===== config.mk =====
export PLATFORM = sky130hd
export DESIGN_NAME = fpm_dram_ctrl
export DESIGN_NICKNAME = d
export VERILOG_FILES = /design/src/rtl/fpm_dram_pkg.sv /design/src/rtl/fpm_cycle_timer.sv /design/src/rtl/fpm_ras_age.sv /design/src/rtl/fpm_addr_mux.sv /design/src/rtl/fpm_dram_ctrl.sv
export SDC_FILE = /design/constraint.sdc
export NUM_CORES = 1
export LEC_CHECK = 0
export ABC_AREA = 1
export ABC_CLOCK_PERIOD_IN_PS = 2050
export BUFFER_PORTS_ARGS = -buffer_cell sky130_fd_sc_hd__buf_2
export CAP_MARGIN = 20
export CORE_MARGIN = 8
export CORE_UTILIZATION = 51
export CTS_CLUSTER_DIAMETER = 50
export DETAILED_ROUTE_END_ITERATION = 7
export PLACE_DENSITY = 0.81
export SLEW_MARGIN = 25
export SYNTH_ARGS = -nofsm -noshare
export SYNTH_HDL_FRONTEND = slang
export SYNTH_SLANG_ARGS = --single-unit

===== constraint.sdc =====
create_clock -name clk -period 2.05 [get_ports clk]
set_input_delay 0.41 -clock clk [delete_from_list [all_inputs] [get_ports clk]]
set_output_delay 0.41 -clock clk [all_outputs]
set_load 0.02 [all_outputs]

===== src/rtl/fpm_dram_pkg.sv =====
package fpm_dram_pkg;

    typedef enum logic [2:0] {
        ST_IDLE,
        ST_ACT,
        ST_COL,
        ST_CAS,
        ST_OPEN,
        ST_PRE,
        ST_REF_SU,
        ST_REF_RAS
    } fpm_state_e;

    function automatic int fpm_max(input int a, input int b);
        return (a > b) ? a : b;
    endfunction

endpackage


===== src/rtl/fpm_cycle_timer.sv =====
module fpm_cycle_timer #(
    parameter int TW = 4
) (
    input  logic          clk,
    input  logic          rst_n,
    input  logic          load,
    input  logic [TW-1:0] load_val,
    output logic          done
);
    logic [TW-1:0] cnt;

    always_ff @(posedge clk or negedge rst_n) begin
        if (!rst_n)
            cnt <= '0;
        else if (load)
            cnt <= load_val;
        else if (cnt != '0)
            cnt <= cnt - 1'b1;
    end

    assign done = (cnt == '0);
endmodule


===== src/rtl/fpm_ras_age.sv =====
module fpm_ras_age #(
    parameter int MIN_CYC = 6,
    parameter int MAX_CYC = 20000,
    parameter int GUARD   = 8
) (
    input  logic clk,
    input  logic rst_n,
    input  logic ras_low,
    output logic min_met,
    output logic near_max
);
    localparam int AW = $clog2(MAX_CYC + 1);

    logic [AW-1:0] cnt;

    always_ff @(posedge clk or negedge rst_n) begin
        if (!rst_n)
            cnt <= '0;
        else if (!ras_low)
            cnt <= '0;
        else if (cnt != AW'(MAX_CYC))
            cnt <= cnt + 1'b1;
    end

    assign min_met  = (cnt >= AW'(MIN_CYC - 1));
    assign near_max = (cnt >= AW'(MAX_CYC - GUARD));
endmodule


===== src/rtl/fpm_addr_mux.sv =====
module fpm_addr_mux #(
    parameter int ROW_W = 11,
    parameter int COL_W = 10
) (
    input  logic [ROW_W-1:0] row,
    input  logic [COL_W-1:0] col,
    input  logic             sel_col,
    output logic [ROW_W-1:0] addr
);
    assign addr = sel_col ? ROW_W'(col) : row;
endmodule


===== src/rtl/fpm_dram_ctrl.sv =====
module fpm_dram_ctrl
    import fpm_dram_pkg::*;
#(
    parameter int ROW_W       = 11,
    parameter int COL_W       = 10,
    parameter int DATA_W      = 32,
    parameter int T_RP        = 4,
    parameter int T_RC        = 11,
    parameter int T_RAS       = 6,
    parameter int T_RCD       = 2,
    parameter int T_RAH       = 1,
    parameter int T_CAS       = 2,
    parameter int T_CAC       = 2,
    parameter int T_CP        = 1,
    parameter int T_CSR       = 1,
    parameter int RAS_MAX_CYC = 20000
) (
    input  logic                   clk,
    input  logic                   rst_n,
    input  logic                   req_valid,
    output logic                   req_ready,
    input  logic                   req_we,
    input  logic [ROW_W+COL_W-1:0] req_addr,
    input  logic [DATA_W-1:0]      req_wdata,
    input  logic [DATA_W/8-1:0]    req_be,
    output logic                   rd_valid,
    output logic [DATA_W-1:0]      rd_data,
    input  logic                   ref_req,
    output logic                   ref_gnt,
    output logic                   dram_ras_n,
    output logic [DATA_W/8-1:0]    dram_cas_n,
    output logic                   dram_we_n,
    output logic [ROW_W-1:0]       dram_addr,
    output logic [DATA_W-1:0]      dram_dq_out,
    output logic                   dram_dq_oe,
    input  logic [DATA_W-1:0]      dram_dq_in
);
    localparam int ADDR_W = ROW_W + COL_W;
    localparam int LANES  = DATA_W / 8;
    localparam int T_PRE  = fpm_max(T_RP, T_RC - T_RAS);
    localparam int T_CASL = fpm_max(T_CAS, T_CAC + 1);
    localparam int T_COLM = fpm_max(T_RCD - T_RAH, T_CP);
    localparam int GUARD  = T_CASL + T_CP + 3;
    localparam int TMAX   = fpm_max(fpm_max(T_PRE, T_RAS), fpm_max(T_CASL, fpm_max(T_COLM, T_CSR)));
    localparam int TW     = $clog2(TMAX + 1);

    fpm_state_e        state, nxt;
    logic              tmr_load, tmr_done;
    logic [TW-1:0]     tmr_val;
    logic              ras_min, age_close, sel_col, accept, hit, pend;
    logic              cur_we;
    logic [ROW_W-1:0]  cur_row;
    logic [COL_W-1:0]  cur_col;
    logic [LANES-1:0]  cur_be;

    fpm_cycle_timer #(.TW(TW)) u_tmr (
        .clk(clk), .rst_n(rst_n), .load(tmr_load), .load_val(tmr_val), .done(tmr_done)
    );

    fpm_ras_age #(.MIN_CYC(T_RAS), .MAX_CYC(RAS_MAX_CYC), .GUARD(GUARD)) u_age (
        .clk(clk), .rst_n(rst_n), .ras_low(!dram_ras_n), .min_met(ras_min), .near_max(age_close)
    );

    fpm_addr_mux #(.ROW_W(ROW_W), .COL_W(COL_W)) u_amux (
        .row(cur_row), .col(cur_col), .sel_col(sel_col), .addr(dram_addr)
    );

    assign hit    = (req_addr[ADDR_W-1:COL_W] == cur_row);
    assign accept = req_valid && req_ready;

    // Next state and timer loads
    always_comb begin
        nxt      = state;
        tmr_load = 1'b0;
        tmr_val  = '0;
        unique case (state)
            ST_IDLE: begin
                if (ref_req) begin
                    nxt = ST_REF_SU; tmr_load = 1'b1; tmr_val = TW'(T_CSR - 1);
                end else if (req_valid) begin
                    nxt = ST_ACT; tmr_load = 1'b1; tmr_val = TW'(T_RAH - 1);
                end
            end
            ST_ACT: if (tmr_done) begin
                nxt = ST_COL; tmr_load = 1'b1; tmr_val = TW'(T_COLM - 1);
            end
            ST_COL: if (tmr_done) begin
                nxt = ST_CAS; tmr_load = 1'b1; tmr_val = TW'(T_CASL - 1);
            end
            ST_CAS: if (tmr_done) nxt = ST_OPEN;
            ST_OPEN: begin
                if (ras_min) begin
                    if (ref_req || age_close || (req_valid && !hit)) begin
                        nxt = ST_PRE; tmr_load = 1'b1; tmr_val = TW'(T_PRE - 1);
                    end else if (req_valid) begin
                        nxt = ST_COL; tmr_load = 1'b1; tmr_val = TW'(T_CP - 1);
                    end
                end
            end
            ST_PRE: if (tmr_done) begin
                if (pend) begin
                    nxt = ST_ACT; tmr_load = 1'b1; tmr_val = TW'(T_RAH - 1);
                end else if (ref_req) begin
                    nxt = ST_REF_SU; tmr_load = 1'b1; tmr_val = TW'(T_CSR - 1);
                end else begin
                    nxt = ST_IDLE;
                end
            end
            ST_REF_SU: if (tmr_done) begin
                nxt = ST_REF_RAS; tmr_load = 1'b1; tmr_val = TW'(T_RAS - 1);
            end
            ST_REF_RAS: if (tmr_done) begin
                nxt = ST_PRE; tmr_load = 1'b1; tmr_val = TW'(T_PRE - 1);
            end
            default: nxt = ST_IDLE;
        endcase
    end

    // State register
    always_ff @(posedge clk or negedge rst_n) begin
        if (!rst_n) state <= ST_IDLE;
        else        state <= nxt;
    end

    // Request latch, pending miss and read capture
    always_ff @(posedge clk or negedge rst_n) begin
        if (!rst_n) begin
            cur_we      <= 1'b0;
            cur_row     <= '0;
            cur_col     <= '0;
            cur_be      <= '0;
            dram_dq_out <= '0;
            pend        <= 1'b0;
            rd_valid    <= 1'b0;
            rd_data     <= '0;
        end else begin
            if (accept) begin
                cur_we      <= req_we;
                cur_row     <= req_addr[ADDR_W-1:COL_W];
                cur_col     <= req_addr[COL_W-1:0];
                cur_be      <= req_be;
                dram_dq_out <= req_wdata;
            end
            if (accept && state == ST_OPEN && !hit)
                pend <= 1'b1;
            else if (state == ST_PRE && tmr_done)
                pend <= 1'b0;
            rd_valid <= (state == ST_CAS) && tmr_done && !cur_we;
            if ((state == ST_CAS) && tmr_done && !cur_we)
                rd_data <= dram_dq_in;
        end
    end

    // Outputs decoded from state
    always_comb begin
        dram_ras_n = 1'b1;
        dram_cas_n = '1;
        dram_we_n  = 1'b1;
        dram_dq_oe = 1'b0;
        sel_col    = 1'b0;
        ref_gnt    = 1'b0;
        req_ready  = 1'b0;
        unique case (state)
            ST_IDLE:    req_ready = !ref_req;
            ST_ACT:     dram_ras_n = 1'b0;
            ST_COL: begin
                dram_ras_n = 1'b0; sel_col = 1'b1;
                dram_we_n  = !cur_we; dram_dq_oe = cur_we;
            end
            ST_CAS: begin
                dram_ras_n = 1'b0; sel_col = 1'b1;
                dram_we_n  = !cur_we; dram_dq_oe = cur_we;
                dram_cas_n = cur_we ? ~cur_be : '0;
            end
            ST_OPEN: begin
                dram_ras_n = 1'b0; sel_col = 1'b1;
                req_ready  = ras_min && !ref_req && !age_close;
            end
            ST_PRE:     ;
            ST_REF_SU: begin
                dram_cas_n = '0; ref_gnt = 1'b1;
            end
            ST_REF_RAS: begin
                dram_ras_n = 1'b0; dram_cas_n = '0; ref_gnt = 1'b1;
            end
            default:    ;
        endcase
    end
endmodule


======== After elaboration in Yosys (flattened, before gate mapping) ========
Index checks and enable logic that the tools add are counted.
operators by class
  add/subtract/negate cells ............... 2
  order comparisons ....................... 2
  eq/ne operators ......................... 19
  muxes and demuxes ....................... 44
  bitwise logic cells ..................... 1
  reduce and logical (&&, ||, !) cells .... 26
operators with widths
  cell                                                                     number
  3-bit 2-to-1 mux                                                         19
  15-bit 2-to-1 mux                                                        2
  3-bit case mux with 8 select lines                                       1
  15-bit by 1-bit adder with 15-bit output (second input constant)         1
  15-bit >= comparator (second input constant)                             1
  15-bit by 3-bit >= comparator with 1-bit output (second input constant)  1
  1-bit 2-to-1 mux                                                         15
  15-bit != test (second input constant)                                   1
  2-bit != test (second input constant)                                    7
  3-bit == test (second input constant)                                    4
  3-bit case mux with 4 select lines                                       1
  11-bit == test                                                           1
  11-bit 2-to-1 mux                                                        1
  1-bit logical AND                                                        9
  9-bit AND reduction                                                      1
  4-bit case mux with 2 select lines                                       1
  3-bit by 2-bit == test with 1-bit output (second input constant)         2
  3-bit zero test                                                          2
  3-bit != test (second input constant)                                    2
  5-bit OR reduction                                                       1
  1-bit zero test                                                          4
  4-bit 2-to-1 mux                                                         1
  4-bit inverter                                                           1
  1-bit case mux with 4 select lines                                       1
  other kinds (11)                                                         14
word-level totals
  register bits ........................... 113
  bits of input ports ..................... 94

======== Longest topological paths before layout ========
Gate-level depths: netlist of the first run.
  word-level depth ........................ 8
  gate-level depth with buffers ........... 14
  depth with buffers taken out ............ 12

======== Modules after synthesis ========
From an unflattened synthesis of the first run, not the netlist that was laid out.
unflattened totals
  cells, all modules ...................... 740
  area total of the unflattened synthesis .. 5606.6 µm²
by module, submodules not included
  module           instances  cells each  area an instance (µm²)  seq. area each (µm²)
  fpm_dram_ctrl    1          513         4190.3                  2377.3
  fpm_ras_age      1          161         1073.5                  375.4
  fpm_cycle_timer  1          32          207.7                   75.1
  fpm_addr_mux     1          34          135.1                   0.0

======== Worst setup path before layout of the first run ========
Ideal clock, no wire load.
  path type ............................... flip-flop to output port
  from .................................... register state[1]
  to ...................................... output port dram_addr[1]
  arrival ................................. 1.516 ns
  required time ........................... 1.640 ns
  setup slack ............................. 0.124 ns
  stages on the path, launching flop included .. 9
  path through ............................ dfrtp_1 > inv_1 > nor2_1 > nand2_1 > nand2_1 > inv_1 > nand2_1 > buf_2 > mux2_2
on the way
  longest elaborated chain between the ends .. 4
  elaborated cells on any way between the ends .. 6
  those cells by class .................... eq/ne: 3; mux: 2; reduce/logical: 1
ends and longest elaborated chain
  item                                                                              line                  RTL
  start, declared                                                                   fpm_dram_ctrl.sv:47   fpm_state_e state, nxt;
  start signal, assigned                                                            fpm_dram_ctrl.sv:122  else state <= nxt;
  3-bit == test / 3-bit by 2-bit == test with 1-bit output (equally long branches)  fpm_dram_ctrl.sv:163  unique case (state)
  3-bit OR reduction (no source line) (*)                                           n/a
  1-bit 2-to-1 mux (*)                                                              fpm_dram_ctrl.sv:163
  11-bit 2-to-1 mux (*)                                                             fpm_addr_mux.sv:10    assign addr = sel_col ? ROW_W'(col) : row;
  end, declared                                                                     fpm_dram_ctrl.sv:33   output logic [ROW_W-1:0] dram_addr,
Every way passes the cells marked *; elsewhere a longest branch is shown, timed or not.

======== Worst setup path after layout of the first run ========
  from .................................... register state[0]
  to ...................................... output port dram_addr[4]
Same word-level chain as after synthesis.

==> metrics.txt, run 1 <==
top cell type's share of synthesized area between 50% and 60%; Worst Hold Class in2reg; synth top area cells dfrtp_1 (53%), nand2_1 (20%), nand3_1 (7.4%); Worst Path Buf+Inv 4; RSZ-0062 raised after global routing yes; DRC 0; Critical Path Start Type flip-flop; drt first pass iters 5; Gate Count Post-Synth approximately 670; area growth from synthesis to layout 46.0%; Worst Path Arrival 2040 ps; DP HPWL about 11000 um; relative slew slack between 60% and 70%; area post-placement between 0.006 and 0.007 sq mm; nets@finish 998; Worst R2R Path Depth 13; Tmin final approximately 2500 ps; Clock Path Buffers 2; GRT Residual Overflow 0; Mean Syn Cell Area 8.02 sq um; number of top-level pins about 180; Site Rows 37; max-slew violation count 0; kind of cell adding the most delay to the critical path flip-flops; routed vias ~5400; Synth Register Bits about 110; fin area about 0.008 sq mm; TritonCTS buffer count 17; Worst Max-Slew Pin Slew 555 ps; first-pass GRT wire length 26300 um; final worst setup slack -401 ps; starting density of the core 52.1%; die width ~120 um; CP max stage delay ~460 ps; Synth Cell Area between 0.005 and 0.006 sq mm; commonest cells after routing, fill and taps aside nand2_1 (270), buf_2 (158), dfrtp_1 (109); largest net degree at the start of global routing 44; non-filler cells, final 1047; CTS H-tree lvls 4; Post-Syn Nets about 770; synth unique cells 29; Max IR drop VDD ~990 uV; Core Box Area 0.0103 sq mm; setup violators final 19; CTS clock-pin slew for the worst setup and hold paths approximately 60 ps; Clock Skew 11.8 ps; # Max-Cap Violations 0; register area share after synthesis 52.9%; Die H roughly 120 um; YS warnings 0; clock root buffer clkbuf_8; clk sinks 113; n_diodes 0; Leak Pwr between 4 and 5 nW; Power Density 1700 mW/mm^2; TritonCTS clock tree yes; Clk Latency, worst-skew pair 510 ps; fraction of layout cells with a size suffix above 1 approximately 37%; die area between 0.01 and 0.015 sq mm; final WL between 15000 and 20000 um; Hold Vio Cnt, Final 0; worst path cell trace nor2_4, inv_4, nor2_4, inv_2, nand2_4, buf_12, mux2_4, buf_6; Cells after DPL about 1000; Final Cycle Share 120%; CP max FO 6; I/O Buffers about 180; vias per cell just over 5; initial antenna violation count 0; wire length per cell about 16 um; status finished with violations; total track usage roughly 23%; CP Depth 8; most frequent CP cell nor2_4; most common cell after layout, fill and taps aside nand2_1; CP Data Required Time 1640 ps; Setup CP Type reg2out; Crit. End Element output pin; RePlAce Congestion around 0.89; Routed Antenna Nets 0; vias in the first global route ~5400; Detailed Route Iter0 Violations between 300 and 400; leading area contributor after synthesis dfrtp_1; WHS Path Cells 3; Max stage delay cell, worst path dfrtp_2; max frequency 0.408 GHz; violated checks negative setup slack
## where the power goes
part           total [mW]  leakage, nW  switching (mW)  internal (mW)
logic                6.67         2.53            3.84           2.83
clock network        2.76        0.283            1.00           1.75
registers            3.85         1.39           0.658           3.19
total                13.3         4.21            5.50           7.77
## registers in the layout, summed over array words and instances, names as in the netlist
signal / cells
dram_dq_out: 32
rd_data: 32
u_age.cnt: 15
cur_row: 11
cur_col: 10
cur_be: 4
state: 3
u_tmr.cnt: 3
cur_we: 1
pend: 1
rd_valid: 1
## metrics by stage
step	TNS, ps	hold slack (ps)	setup slack [ps]	utilization, %	power [mW]
6_report	-4940	97.5	-401	76.0	13.3
5_1_grt	-9900	90.0	-472	76.0	14.1
4_1_cts	-4950	82.8	-380	73.8	12.9
3_5_place_dp	0	413	55.5	63.5	9.03
3_3_place_gp	0	419	75.5	63.5	8.89
2_1_floorplan	0	114	124	-	7.05
## cell families (layout without fill, tap and decap cells)
| kind of cell | count (synthesis) | in the layout | share of synthesized area (%) |
|---|---|---|---|
| compound gates | 41 | 41 | 4.19 |
| xor+xnor | 12 | 12 | 1.96 |
| mux | 10 | 10 | 2.10 |
| fa+ha+maj | 5 | 5 | 1.17 |
| simple gates | 413 | 413 | 31.9 |
| flops | 113 | 113 | 52.9 |
| buf+inv | 73 | 317 | 5.80 |
## area by class of cell
type | instances | area [sq um]
multi-input cells | 481 | 2460
clock inverters | 9 | 80.1
inverters | 46 | 179
clock buffers | 22 | 483
fillers | 740 | 2470
repair buffers | 240 | 1600
well taps | 136 | 170
flip-flops and latches | 113 | 2830
## final timing paths
kind | from | end | slack, ps
min in group asynchronous | rst_n | rd_data[28] | 430
worst min register to register | rd_data[18] | rd_data[18] | 460
max in group asynchronous | rst_n | cur_we | 1020
worst max register to register | state[1] | u_tmr.cnt[0] | 20
worst max-delay path | state[0] | dram_addr[4] | -400
worst min-delay path | dram_dq_in[31] | rd_data[31] | 100
## synth_stat cells
master	count
nand2_1	281
dfrtp_1	113
nand3_1	79
inv_1	36
nor2_1	32
o21ai_0	17
a21oi_1	15
buf_2	14
inv_2	10
mux2_2	10
xnor2_1	10
clkbuf_1	9
nor3_1	6
ha_1	5
nand4_1	5
o31ai_1	4
buf_4	3
nor2_2	3
a31oi_1	2
and3_1	2
nand2_2	2
xor2_1	2
a21oi_2	1
buf_6	1
nand2_4	1
nor2_4	1
nor3_2	1
o211ai_1	1
o21ai_1	1
## per-layer routing
layer | global-route usage [%] | share of wire, %
met2 | 37.0 | 48
met1 | 28.0 | 41
met4 | 7.11 | 2.0
met3 | 8.00 | 8.5
met5 | 0 | 0
## tightest hold or removal path, cell delays in order
cell	delay [ps]
buf_2	70
nand2_1	40
nand2_1	50
## what timing repair did
item	4_1_cts	5_1_grt
endpoints found under the hold margin	32	0
pin swaps	15	18
setup buffers	30	12
setup endpoints to repair	19	82
hold buffers	1	0
gates resized for setup	79	36
gates cloned	1	0
(Power assumes the default switching activity.)
==> run 2, diff against run 1 <==
--- a/config.mk
+++ b/config.mk
@@ -10,10 +10,10 @@
 export BUFFER_PORTS_ARGS = -buffer_cell sky130_fd_sc_hd__buf_2
 export CAP_MARGIN = 20
 export CORE_MARGIN = 8
-export CORE_UTILIZATION = 51
+export CORE_UTILIZATION = 45
 export CTS_CLUSTER_DIAMETER = 50
 export DETAILED_ROUTE_END_ITERATION = 7
-export PLACE_DENSITY = 0.81
+export PLACE_DENSITY = 0.73
 export SLEW_MARGIN = 25
 export SYNTH_ARGS = -nofsm -noshare
 export SYNTH_HDL_FRONTEND = slang
==> metrics.txt, run 2 (synthesis results as in run 1) <==
max frequency 0.427 GHz (was 0.408 GHz); CP Data Required Time 1640 ps (about the same); Filler cells 1041 (was 740); Detailed Route Iter0 Violations 311 (was 393); CP max FO 6 (unchanged); commonest cells after routing, fill and taps aside nand2_1 (273), buf_2 (160), dfrtp_1 (111) (was nand2_1 (270), buf_2 (158), dfrtp_1 (109)); Die H 125 um (was 118 um); routed vias 5118 (was 5390); Clock Path Buffers 2 (unchanged); DP HPWL 11000 um (was 10800 um); RSZ-0062 raised after global routing yes (unchanged); final worst setup slack -291 ps (was -401 ps); Tmin final 2340 ps (was 2450 ps); fraction of layout cells with a size suffix above 1 33.8% (was 37.3%); Worst Hold Class in2reg (unchanged); Routed Antenna Nets 0 (unchanged); n_diodes 0 (unchanged); Critical Path Start Type flip-flop (unchanged); largest net degree at the start of global routing 48 (was 44); final WL 15700 um (was 16600 um); starting density of the core 45.3% (was 52.1%); I/O Buffers 178 (unchanged); max-slew violation count 0 (unchanged); setup violators final 12 (was 19); initial antenna violation count 0 (unchanged); Top Registers dram_dq_out (32), rd_data (32), u_age.cnt (15) (unchanged); Worst Path Arrival 1930 ps (was 2040 ps); Core Box Area 0.0118 sq mm (was 0.0103 sq mm); CTS H-tree lvls 4 (unchanged); Hold Vio Cnt, Final 0 (unchanged); violated checks negative setup slack (unchanged); first-pass GRT wire length 25200 um (was 26300 um); clock root buffer clkbuf_16 (was clkbuf_8); final design utilization 63.9% (was 76.0%); number of top-level pins 179 (unchanged); Setup CP Type reg2out (unchanged); TritonCTS buffer count 17 (unchanged); status finished with violations (unchanged); vias in the first global route 5039 (was 5436); Leak Pwr 4.10 nW (was 4.21 nW); Clk Latency, worst-skew pair 400 ps (was 510 ps); vias per cell 4.92 (was 5.15); wire length per cell 15.1 um (was 15.8 um); Crit. End Element output pin (unchanged); nets@finish 979 (was 998); DRC 0 (unchanged); clk sinks 113 (unchanged); CTS clock-pin slew for the worst setup and hold paths 50 ps (was 60 ps); most common cell after layout, fill and taps aside nand2_1 (unchanged); total track usage 19.7% (was 22.8%); relative slew slack 64.8% (was 62.9%); drt first pass iters 5 (unchanged); Clock Skew 6.62 ps (was 11.8 ps); Max IR drop VDD 1040 uV (was 989 uV); die width 125 um (was 118 um); die area 0.0156 sq mm (was 0.0140 sq mm); Worst Max-Slew Pin Slew 527 ps (was 555 ps); GRT Residual Overflow 0 (unchanged); Site Rows 40 (was 37); Overall Power 12.9 mW (was 13.3 mW); RePlAce Congestion 0.861 (was 0.891); TritonCTS clock tree yes (unchanged); area growth from synthesis to layout 41.1% (was 46.0%); Final Cycle Share 114% (was 120%); Power Density 1710 mW/mm^2 (was 1700 mW/mm^2); # Max-Cap Violations 0 (unchanged)
==> run 2: layer usage <==
layer | vias up | part of all wire [%] | track usage (%)
met5 | - | 0 | 0
met4 | 0 | 1.0 | 6.45
met3 | 14 | 7.9 | 7.44
met2 | 171 | 47 | 31.3
met1 | 2388 | 44 | 24.3
li1 | 2545 | - | -
==> run 2: timing repair <==
action                                  4_1_cts  5_1_grt
endpoints found under the setup margin       14       57
cloned                                        1        1
pin swaps                                     4       14
resized for setup                            40       37
setup buffers                                 2       16
hold buffers                                  1        0
endpoints found under the hold margin        36        0
==> run 2: worst paths after layout <==
| path | start | end | slack [ps] | cells past startpoint |
|---|---|---|---|---|
| worst min-delay path | dram_dq_in[1] | rd_data[1] | 210 | 3 |
| max in group asynchronous | rst_n | state[0] | 930 | 3 |
| worst max-delay path | state[0] | dram_addr[8] | -290 | 8 |
| min in group asynchronous | rst_n | u_age.cnt[6] | 530 | 2 |
| worst max register to register | u_age.cnt[1] | dram_dq_out[14] | 110 | 13 |
| worst min register to register | rd_data[25] | rd_data[25] | 460 | 2 |
==> run 2: final cells by class <==
cell class                      instances  area, sq um  share of cell area [%]
Timing Repair Buffer                  221         1420                    18.8
Tap cell                              147          184                    2.44
Clock inverter                         10          109                    1.44
Inverter                               46          173                    2.29
Clock buffer                           22          474                    6.28
Sequential cell                       113         2830                    37.5
Multi-Input combinational cell        481         2360                    31.2
==> run 2: per-stage QoR <==
step                area [sq um]  std cells  TNS (ps)  hold slack [ps]  setup WS (ps)
finish                      7550       1040     -3080              206           -291
global route                7550       1040     -4170              193           -347
CTS                         7280       1024     -3520              190           -326
floorplan                   5350        667         0              114            124
global placement            6520        988         0              416            105
detailed placement          6520        988         0              419           55.2
==> run 2: critical path: stages (launching register included) <==
cell     delay [ps]
dfrtp_2         460
nor2_4          140
inv_2            60
nor2_4           90
inv_2            60
nand2_4         110
buf_12          150
mux2_4          310
buf_6           130
==> run 2: power by group <==
group | internal, mW | switching (mW) | leakage [nW]
combinational | 2.58 | 3.59 | 2.41
clock | 1.87 | 0.993 | 0.286
sequential | 3.19 | 0.648 | 1.40
total | 7.64 | 5.23 | 4.10
==> run 3, diff against run 2 <==
--- a/config.mk
+++ b/config.mk
@@ -14,6 +14,7 @@
 export CTS_CLUSTER_DIAMETER = 50
 export DETAILED_ROUTE_END_ITERATION = 7
 export PLACE_DENSITY = 0.73
+export SETUP_SLACK_MARGIN = 0.2
 export SLEW_MARGIN = 25
 export SYNTH_ARGS = -nofsm -noshare
 export SYNTH_HDL_FRONTEND = slang
==> metrics.txt, run 3 (synthesis results as in run 1) <==
status finished with violations (unchanged); violated checks negative setup slack (unchanged); CP Data Required Time 1640 ps (about the same); Worst Max-Slew Pin Slew 445 ps (was 527 ps); max-slew violation count 0 (unchanged); Tmin final 2490 ps (was 2340 ps); # Max-Cap Violations 0 (unchanged); CP max stage delay 470 ps (was 460 ps); kind of cell adding the most delay to the critical path buffers and inverters (was flip-flops); initial antenna violation count 1 (was 0); Max stage delay cell, worst path dfrtp_2 (unchanged); non-filler cells, final 1090 (was 1040); final worst setup slack -444 ps (was -291 ps); TritonCTS buffer count 17 (unchanged); RSZ-0062 raised after global routing yes (unchanged); largest net degree at the start of global routing 34 (was 48); worst path cell trace nand2_2, nor2_2, inv_2, nand2_2, inv_2, nand2_4, buf_12, buf_16, mux2_4, buf_6 (was nor2_4, inv_2, nor2_4, inv_2, nand2_4, buf_12, mux2_4, buf_6); total track usage 24.4% (was 19.7%); Crit. End Element output pin (unchanged); clock root buffer clkbuf_16 (unchanged); Overall Power 15.9 mW (was 12.9 mW); Leak Pwr 4.72 nW (was 4.10 nW); Clk Latency, worst-skew pair 420 ps (was 400 ps); CTS H-tree lvls 4 (unchanged); relative slew slack 70.3% (was 64.8%); setup violators final 87 (was 12); met3 usage 8.12% (was 7.44%); I/O Buffers 178 (unchanged); Crit. Startpoint state[0] (unchanged); Final Cycle Share 122% (was 114%); Hold Vio Cnt, Final 0 (unchanged); GRT Residual Overflow 0 (unchanged); Routed Antenna Nets 0 (unchanged); area growth from synthesis to layout 74.4% (was 41.1%); Site Rows 40 (unchanged); starting density of the core 45.3% (unchanged); routed vias 6031 (was 5118); Core Box Area 0.0118 sq mm (unchanged); DRC 0 (unchanged); Worst Path Arrival 2080 ps (was 1930 ps); most common cell after layout, fill and taps aside nand2_1 (unchanged); Top Registers dram_dq_out (32), rd_data (32), u_age.cnt (15) (unchanged); CP max FO 6 (unchanged); number of top-level pins 179 (unchanged); Hold Startpoint dram_dq_in[25] (was dram_dq_in[1]); Critical Path Start Type flip-flop (unchanged); DP HPWL 10800 um (was 11000 um); commonest cells after routing, fill and taps aside nand2_1 (164), buf_2 (158), dfrtp_1 (110) (was nand2_1 (273), buf_2 (160), dfrtp_1 (111)); Setup CP Type reg2out (unchanged); final WL 22700 um (was 15700 um); Most Crowded Layer GR met2 (unchanged); Max IR drop VDD 1080 uV (was 1040 uV); Clock Skew 12.1 ps (was 6.62 ps); Worst Path Buf+Inv 5 (was 4); TritonCTS clock tree yes (unchanged); first-pass GRT wire length 30600 um (was 25200 um); Die H 125 um (unchanged); RePlAce Congestion 0.890 (was 0.861); Clock Path Buffers 2 (unchanged); vias in the first global route 5836 (was 5039); nets@finish 1028 (was 979); Cells after DPL 987 (was 988); max frequency 0.401 GHz (was 0.427 GHz); grt met1 use 28.3% (was 24.3%); met2 global-route usage 41.1% (was 31.3%); drt first pass iters 6 (was 5); Worst Hold Class in2reg (unchanged); die width 125 um (unchanged); RR Startpoint state[1] (was u_age.cnt[1]); die area 0.0156 sq mm (unchanged); wire length per cell 20.8 um (was 15.1 um); clk sinks 113 (unchanged); Power Density 1710 mW/mm^2 (about the same); vias per cell 5.53 (was 4.92); Detailed Route Iter0 Violations 497 (was 311); Filler cells 703 (was 1041); CTS clock-pin slew for the worst setup and hold paths 60 ps (was 50 ps); fraction of layout cells with a size suffix above 1 54.6% (was 33.8%)
==> run 3: final timing paths <==
kind	depth (start not counted)	to	slack, ps
max	10	dram_addr[1]	-440
min reg2reg	2	rd_data[31]	460
min in group asynchronous	2	u_age.cnt[10]	490
max reg2reg	16	dram_dq_out[5]	-190
min	3	rd_data[25]	190
max in group asynchronous	3	rd_data[20]	970
==> run 3: stage by stage <==
step / hold WS, ps / utilization (%) / setup TNS (ps) / setup WS, ps / area, sq um
5_1_grt: 186 / 79.0 / -20070 / -501 / 9330
3_3_place_gp: 383 / 55.2 / 0 / 89.2 / 6520
6_report: 194 / 79.0 / -13480 / -444 / 9330
4_1_cts: 189 / 71.2 / -6980 / -335 / 8410
2_1_floorplan: 114 / - / 0 / 208 / 5360
3_5_place_dp: 384 / 55.2 / 0 / 56.2 / 6520
==> run 3: final cells by class <==
class                           instances  area, sq um  area share (%)
Clock buffer                           20          457            4.90
Tap cell                              147          184            1.97
Sequential cell                       113         2830            30.4
Clock inverter                         12          229            2.45
Timing Repair inverter                  2         31.3           0.335
Multi-Input combinational cell        481         3110            33.3
Antenna cell                            1         2.50          0.0268
Timing Repair Buffer                  268         2300            24.6
Inverter                               46          191            2.05
==> run 3: per-layer routing <==
layer	routed length, um	part of all wire, %
met3	1860	8.2
met2	11400	50
met4	925	4.1
met5	0	0
met1	8470	37
==> run 3: report_power, final <==
part           internal [mW]  switching, mW  total (mW)
clock                   2.35           1.11        3.46
combinational           3.75           4.59        8.34
sequential              3.19          0.953        4.14
total                   9.29           6.65        15.9
==> run 3: worst min-delay path, delay by kind of cell <==
kind                   cells  cell delay (ps)
buffers and inverters      1               70
and+or+nand+nor            2               90
==> run 3: timing repair <==
action,in CTS,in global routing
setup buffers,36,13
pin swaps,25,43
resized for setup,164,187
endpoints found under the setup margin,78,125
hold endpoints to repair,26,0
gates cloned,13,7
hold buffers,1,0
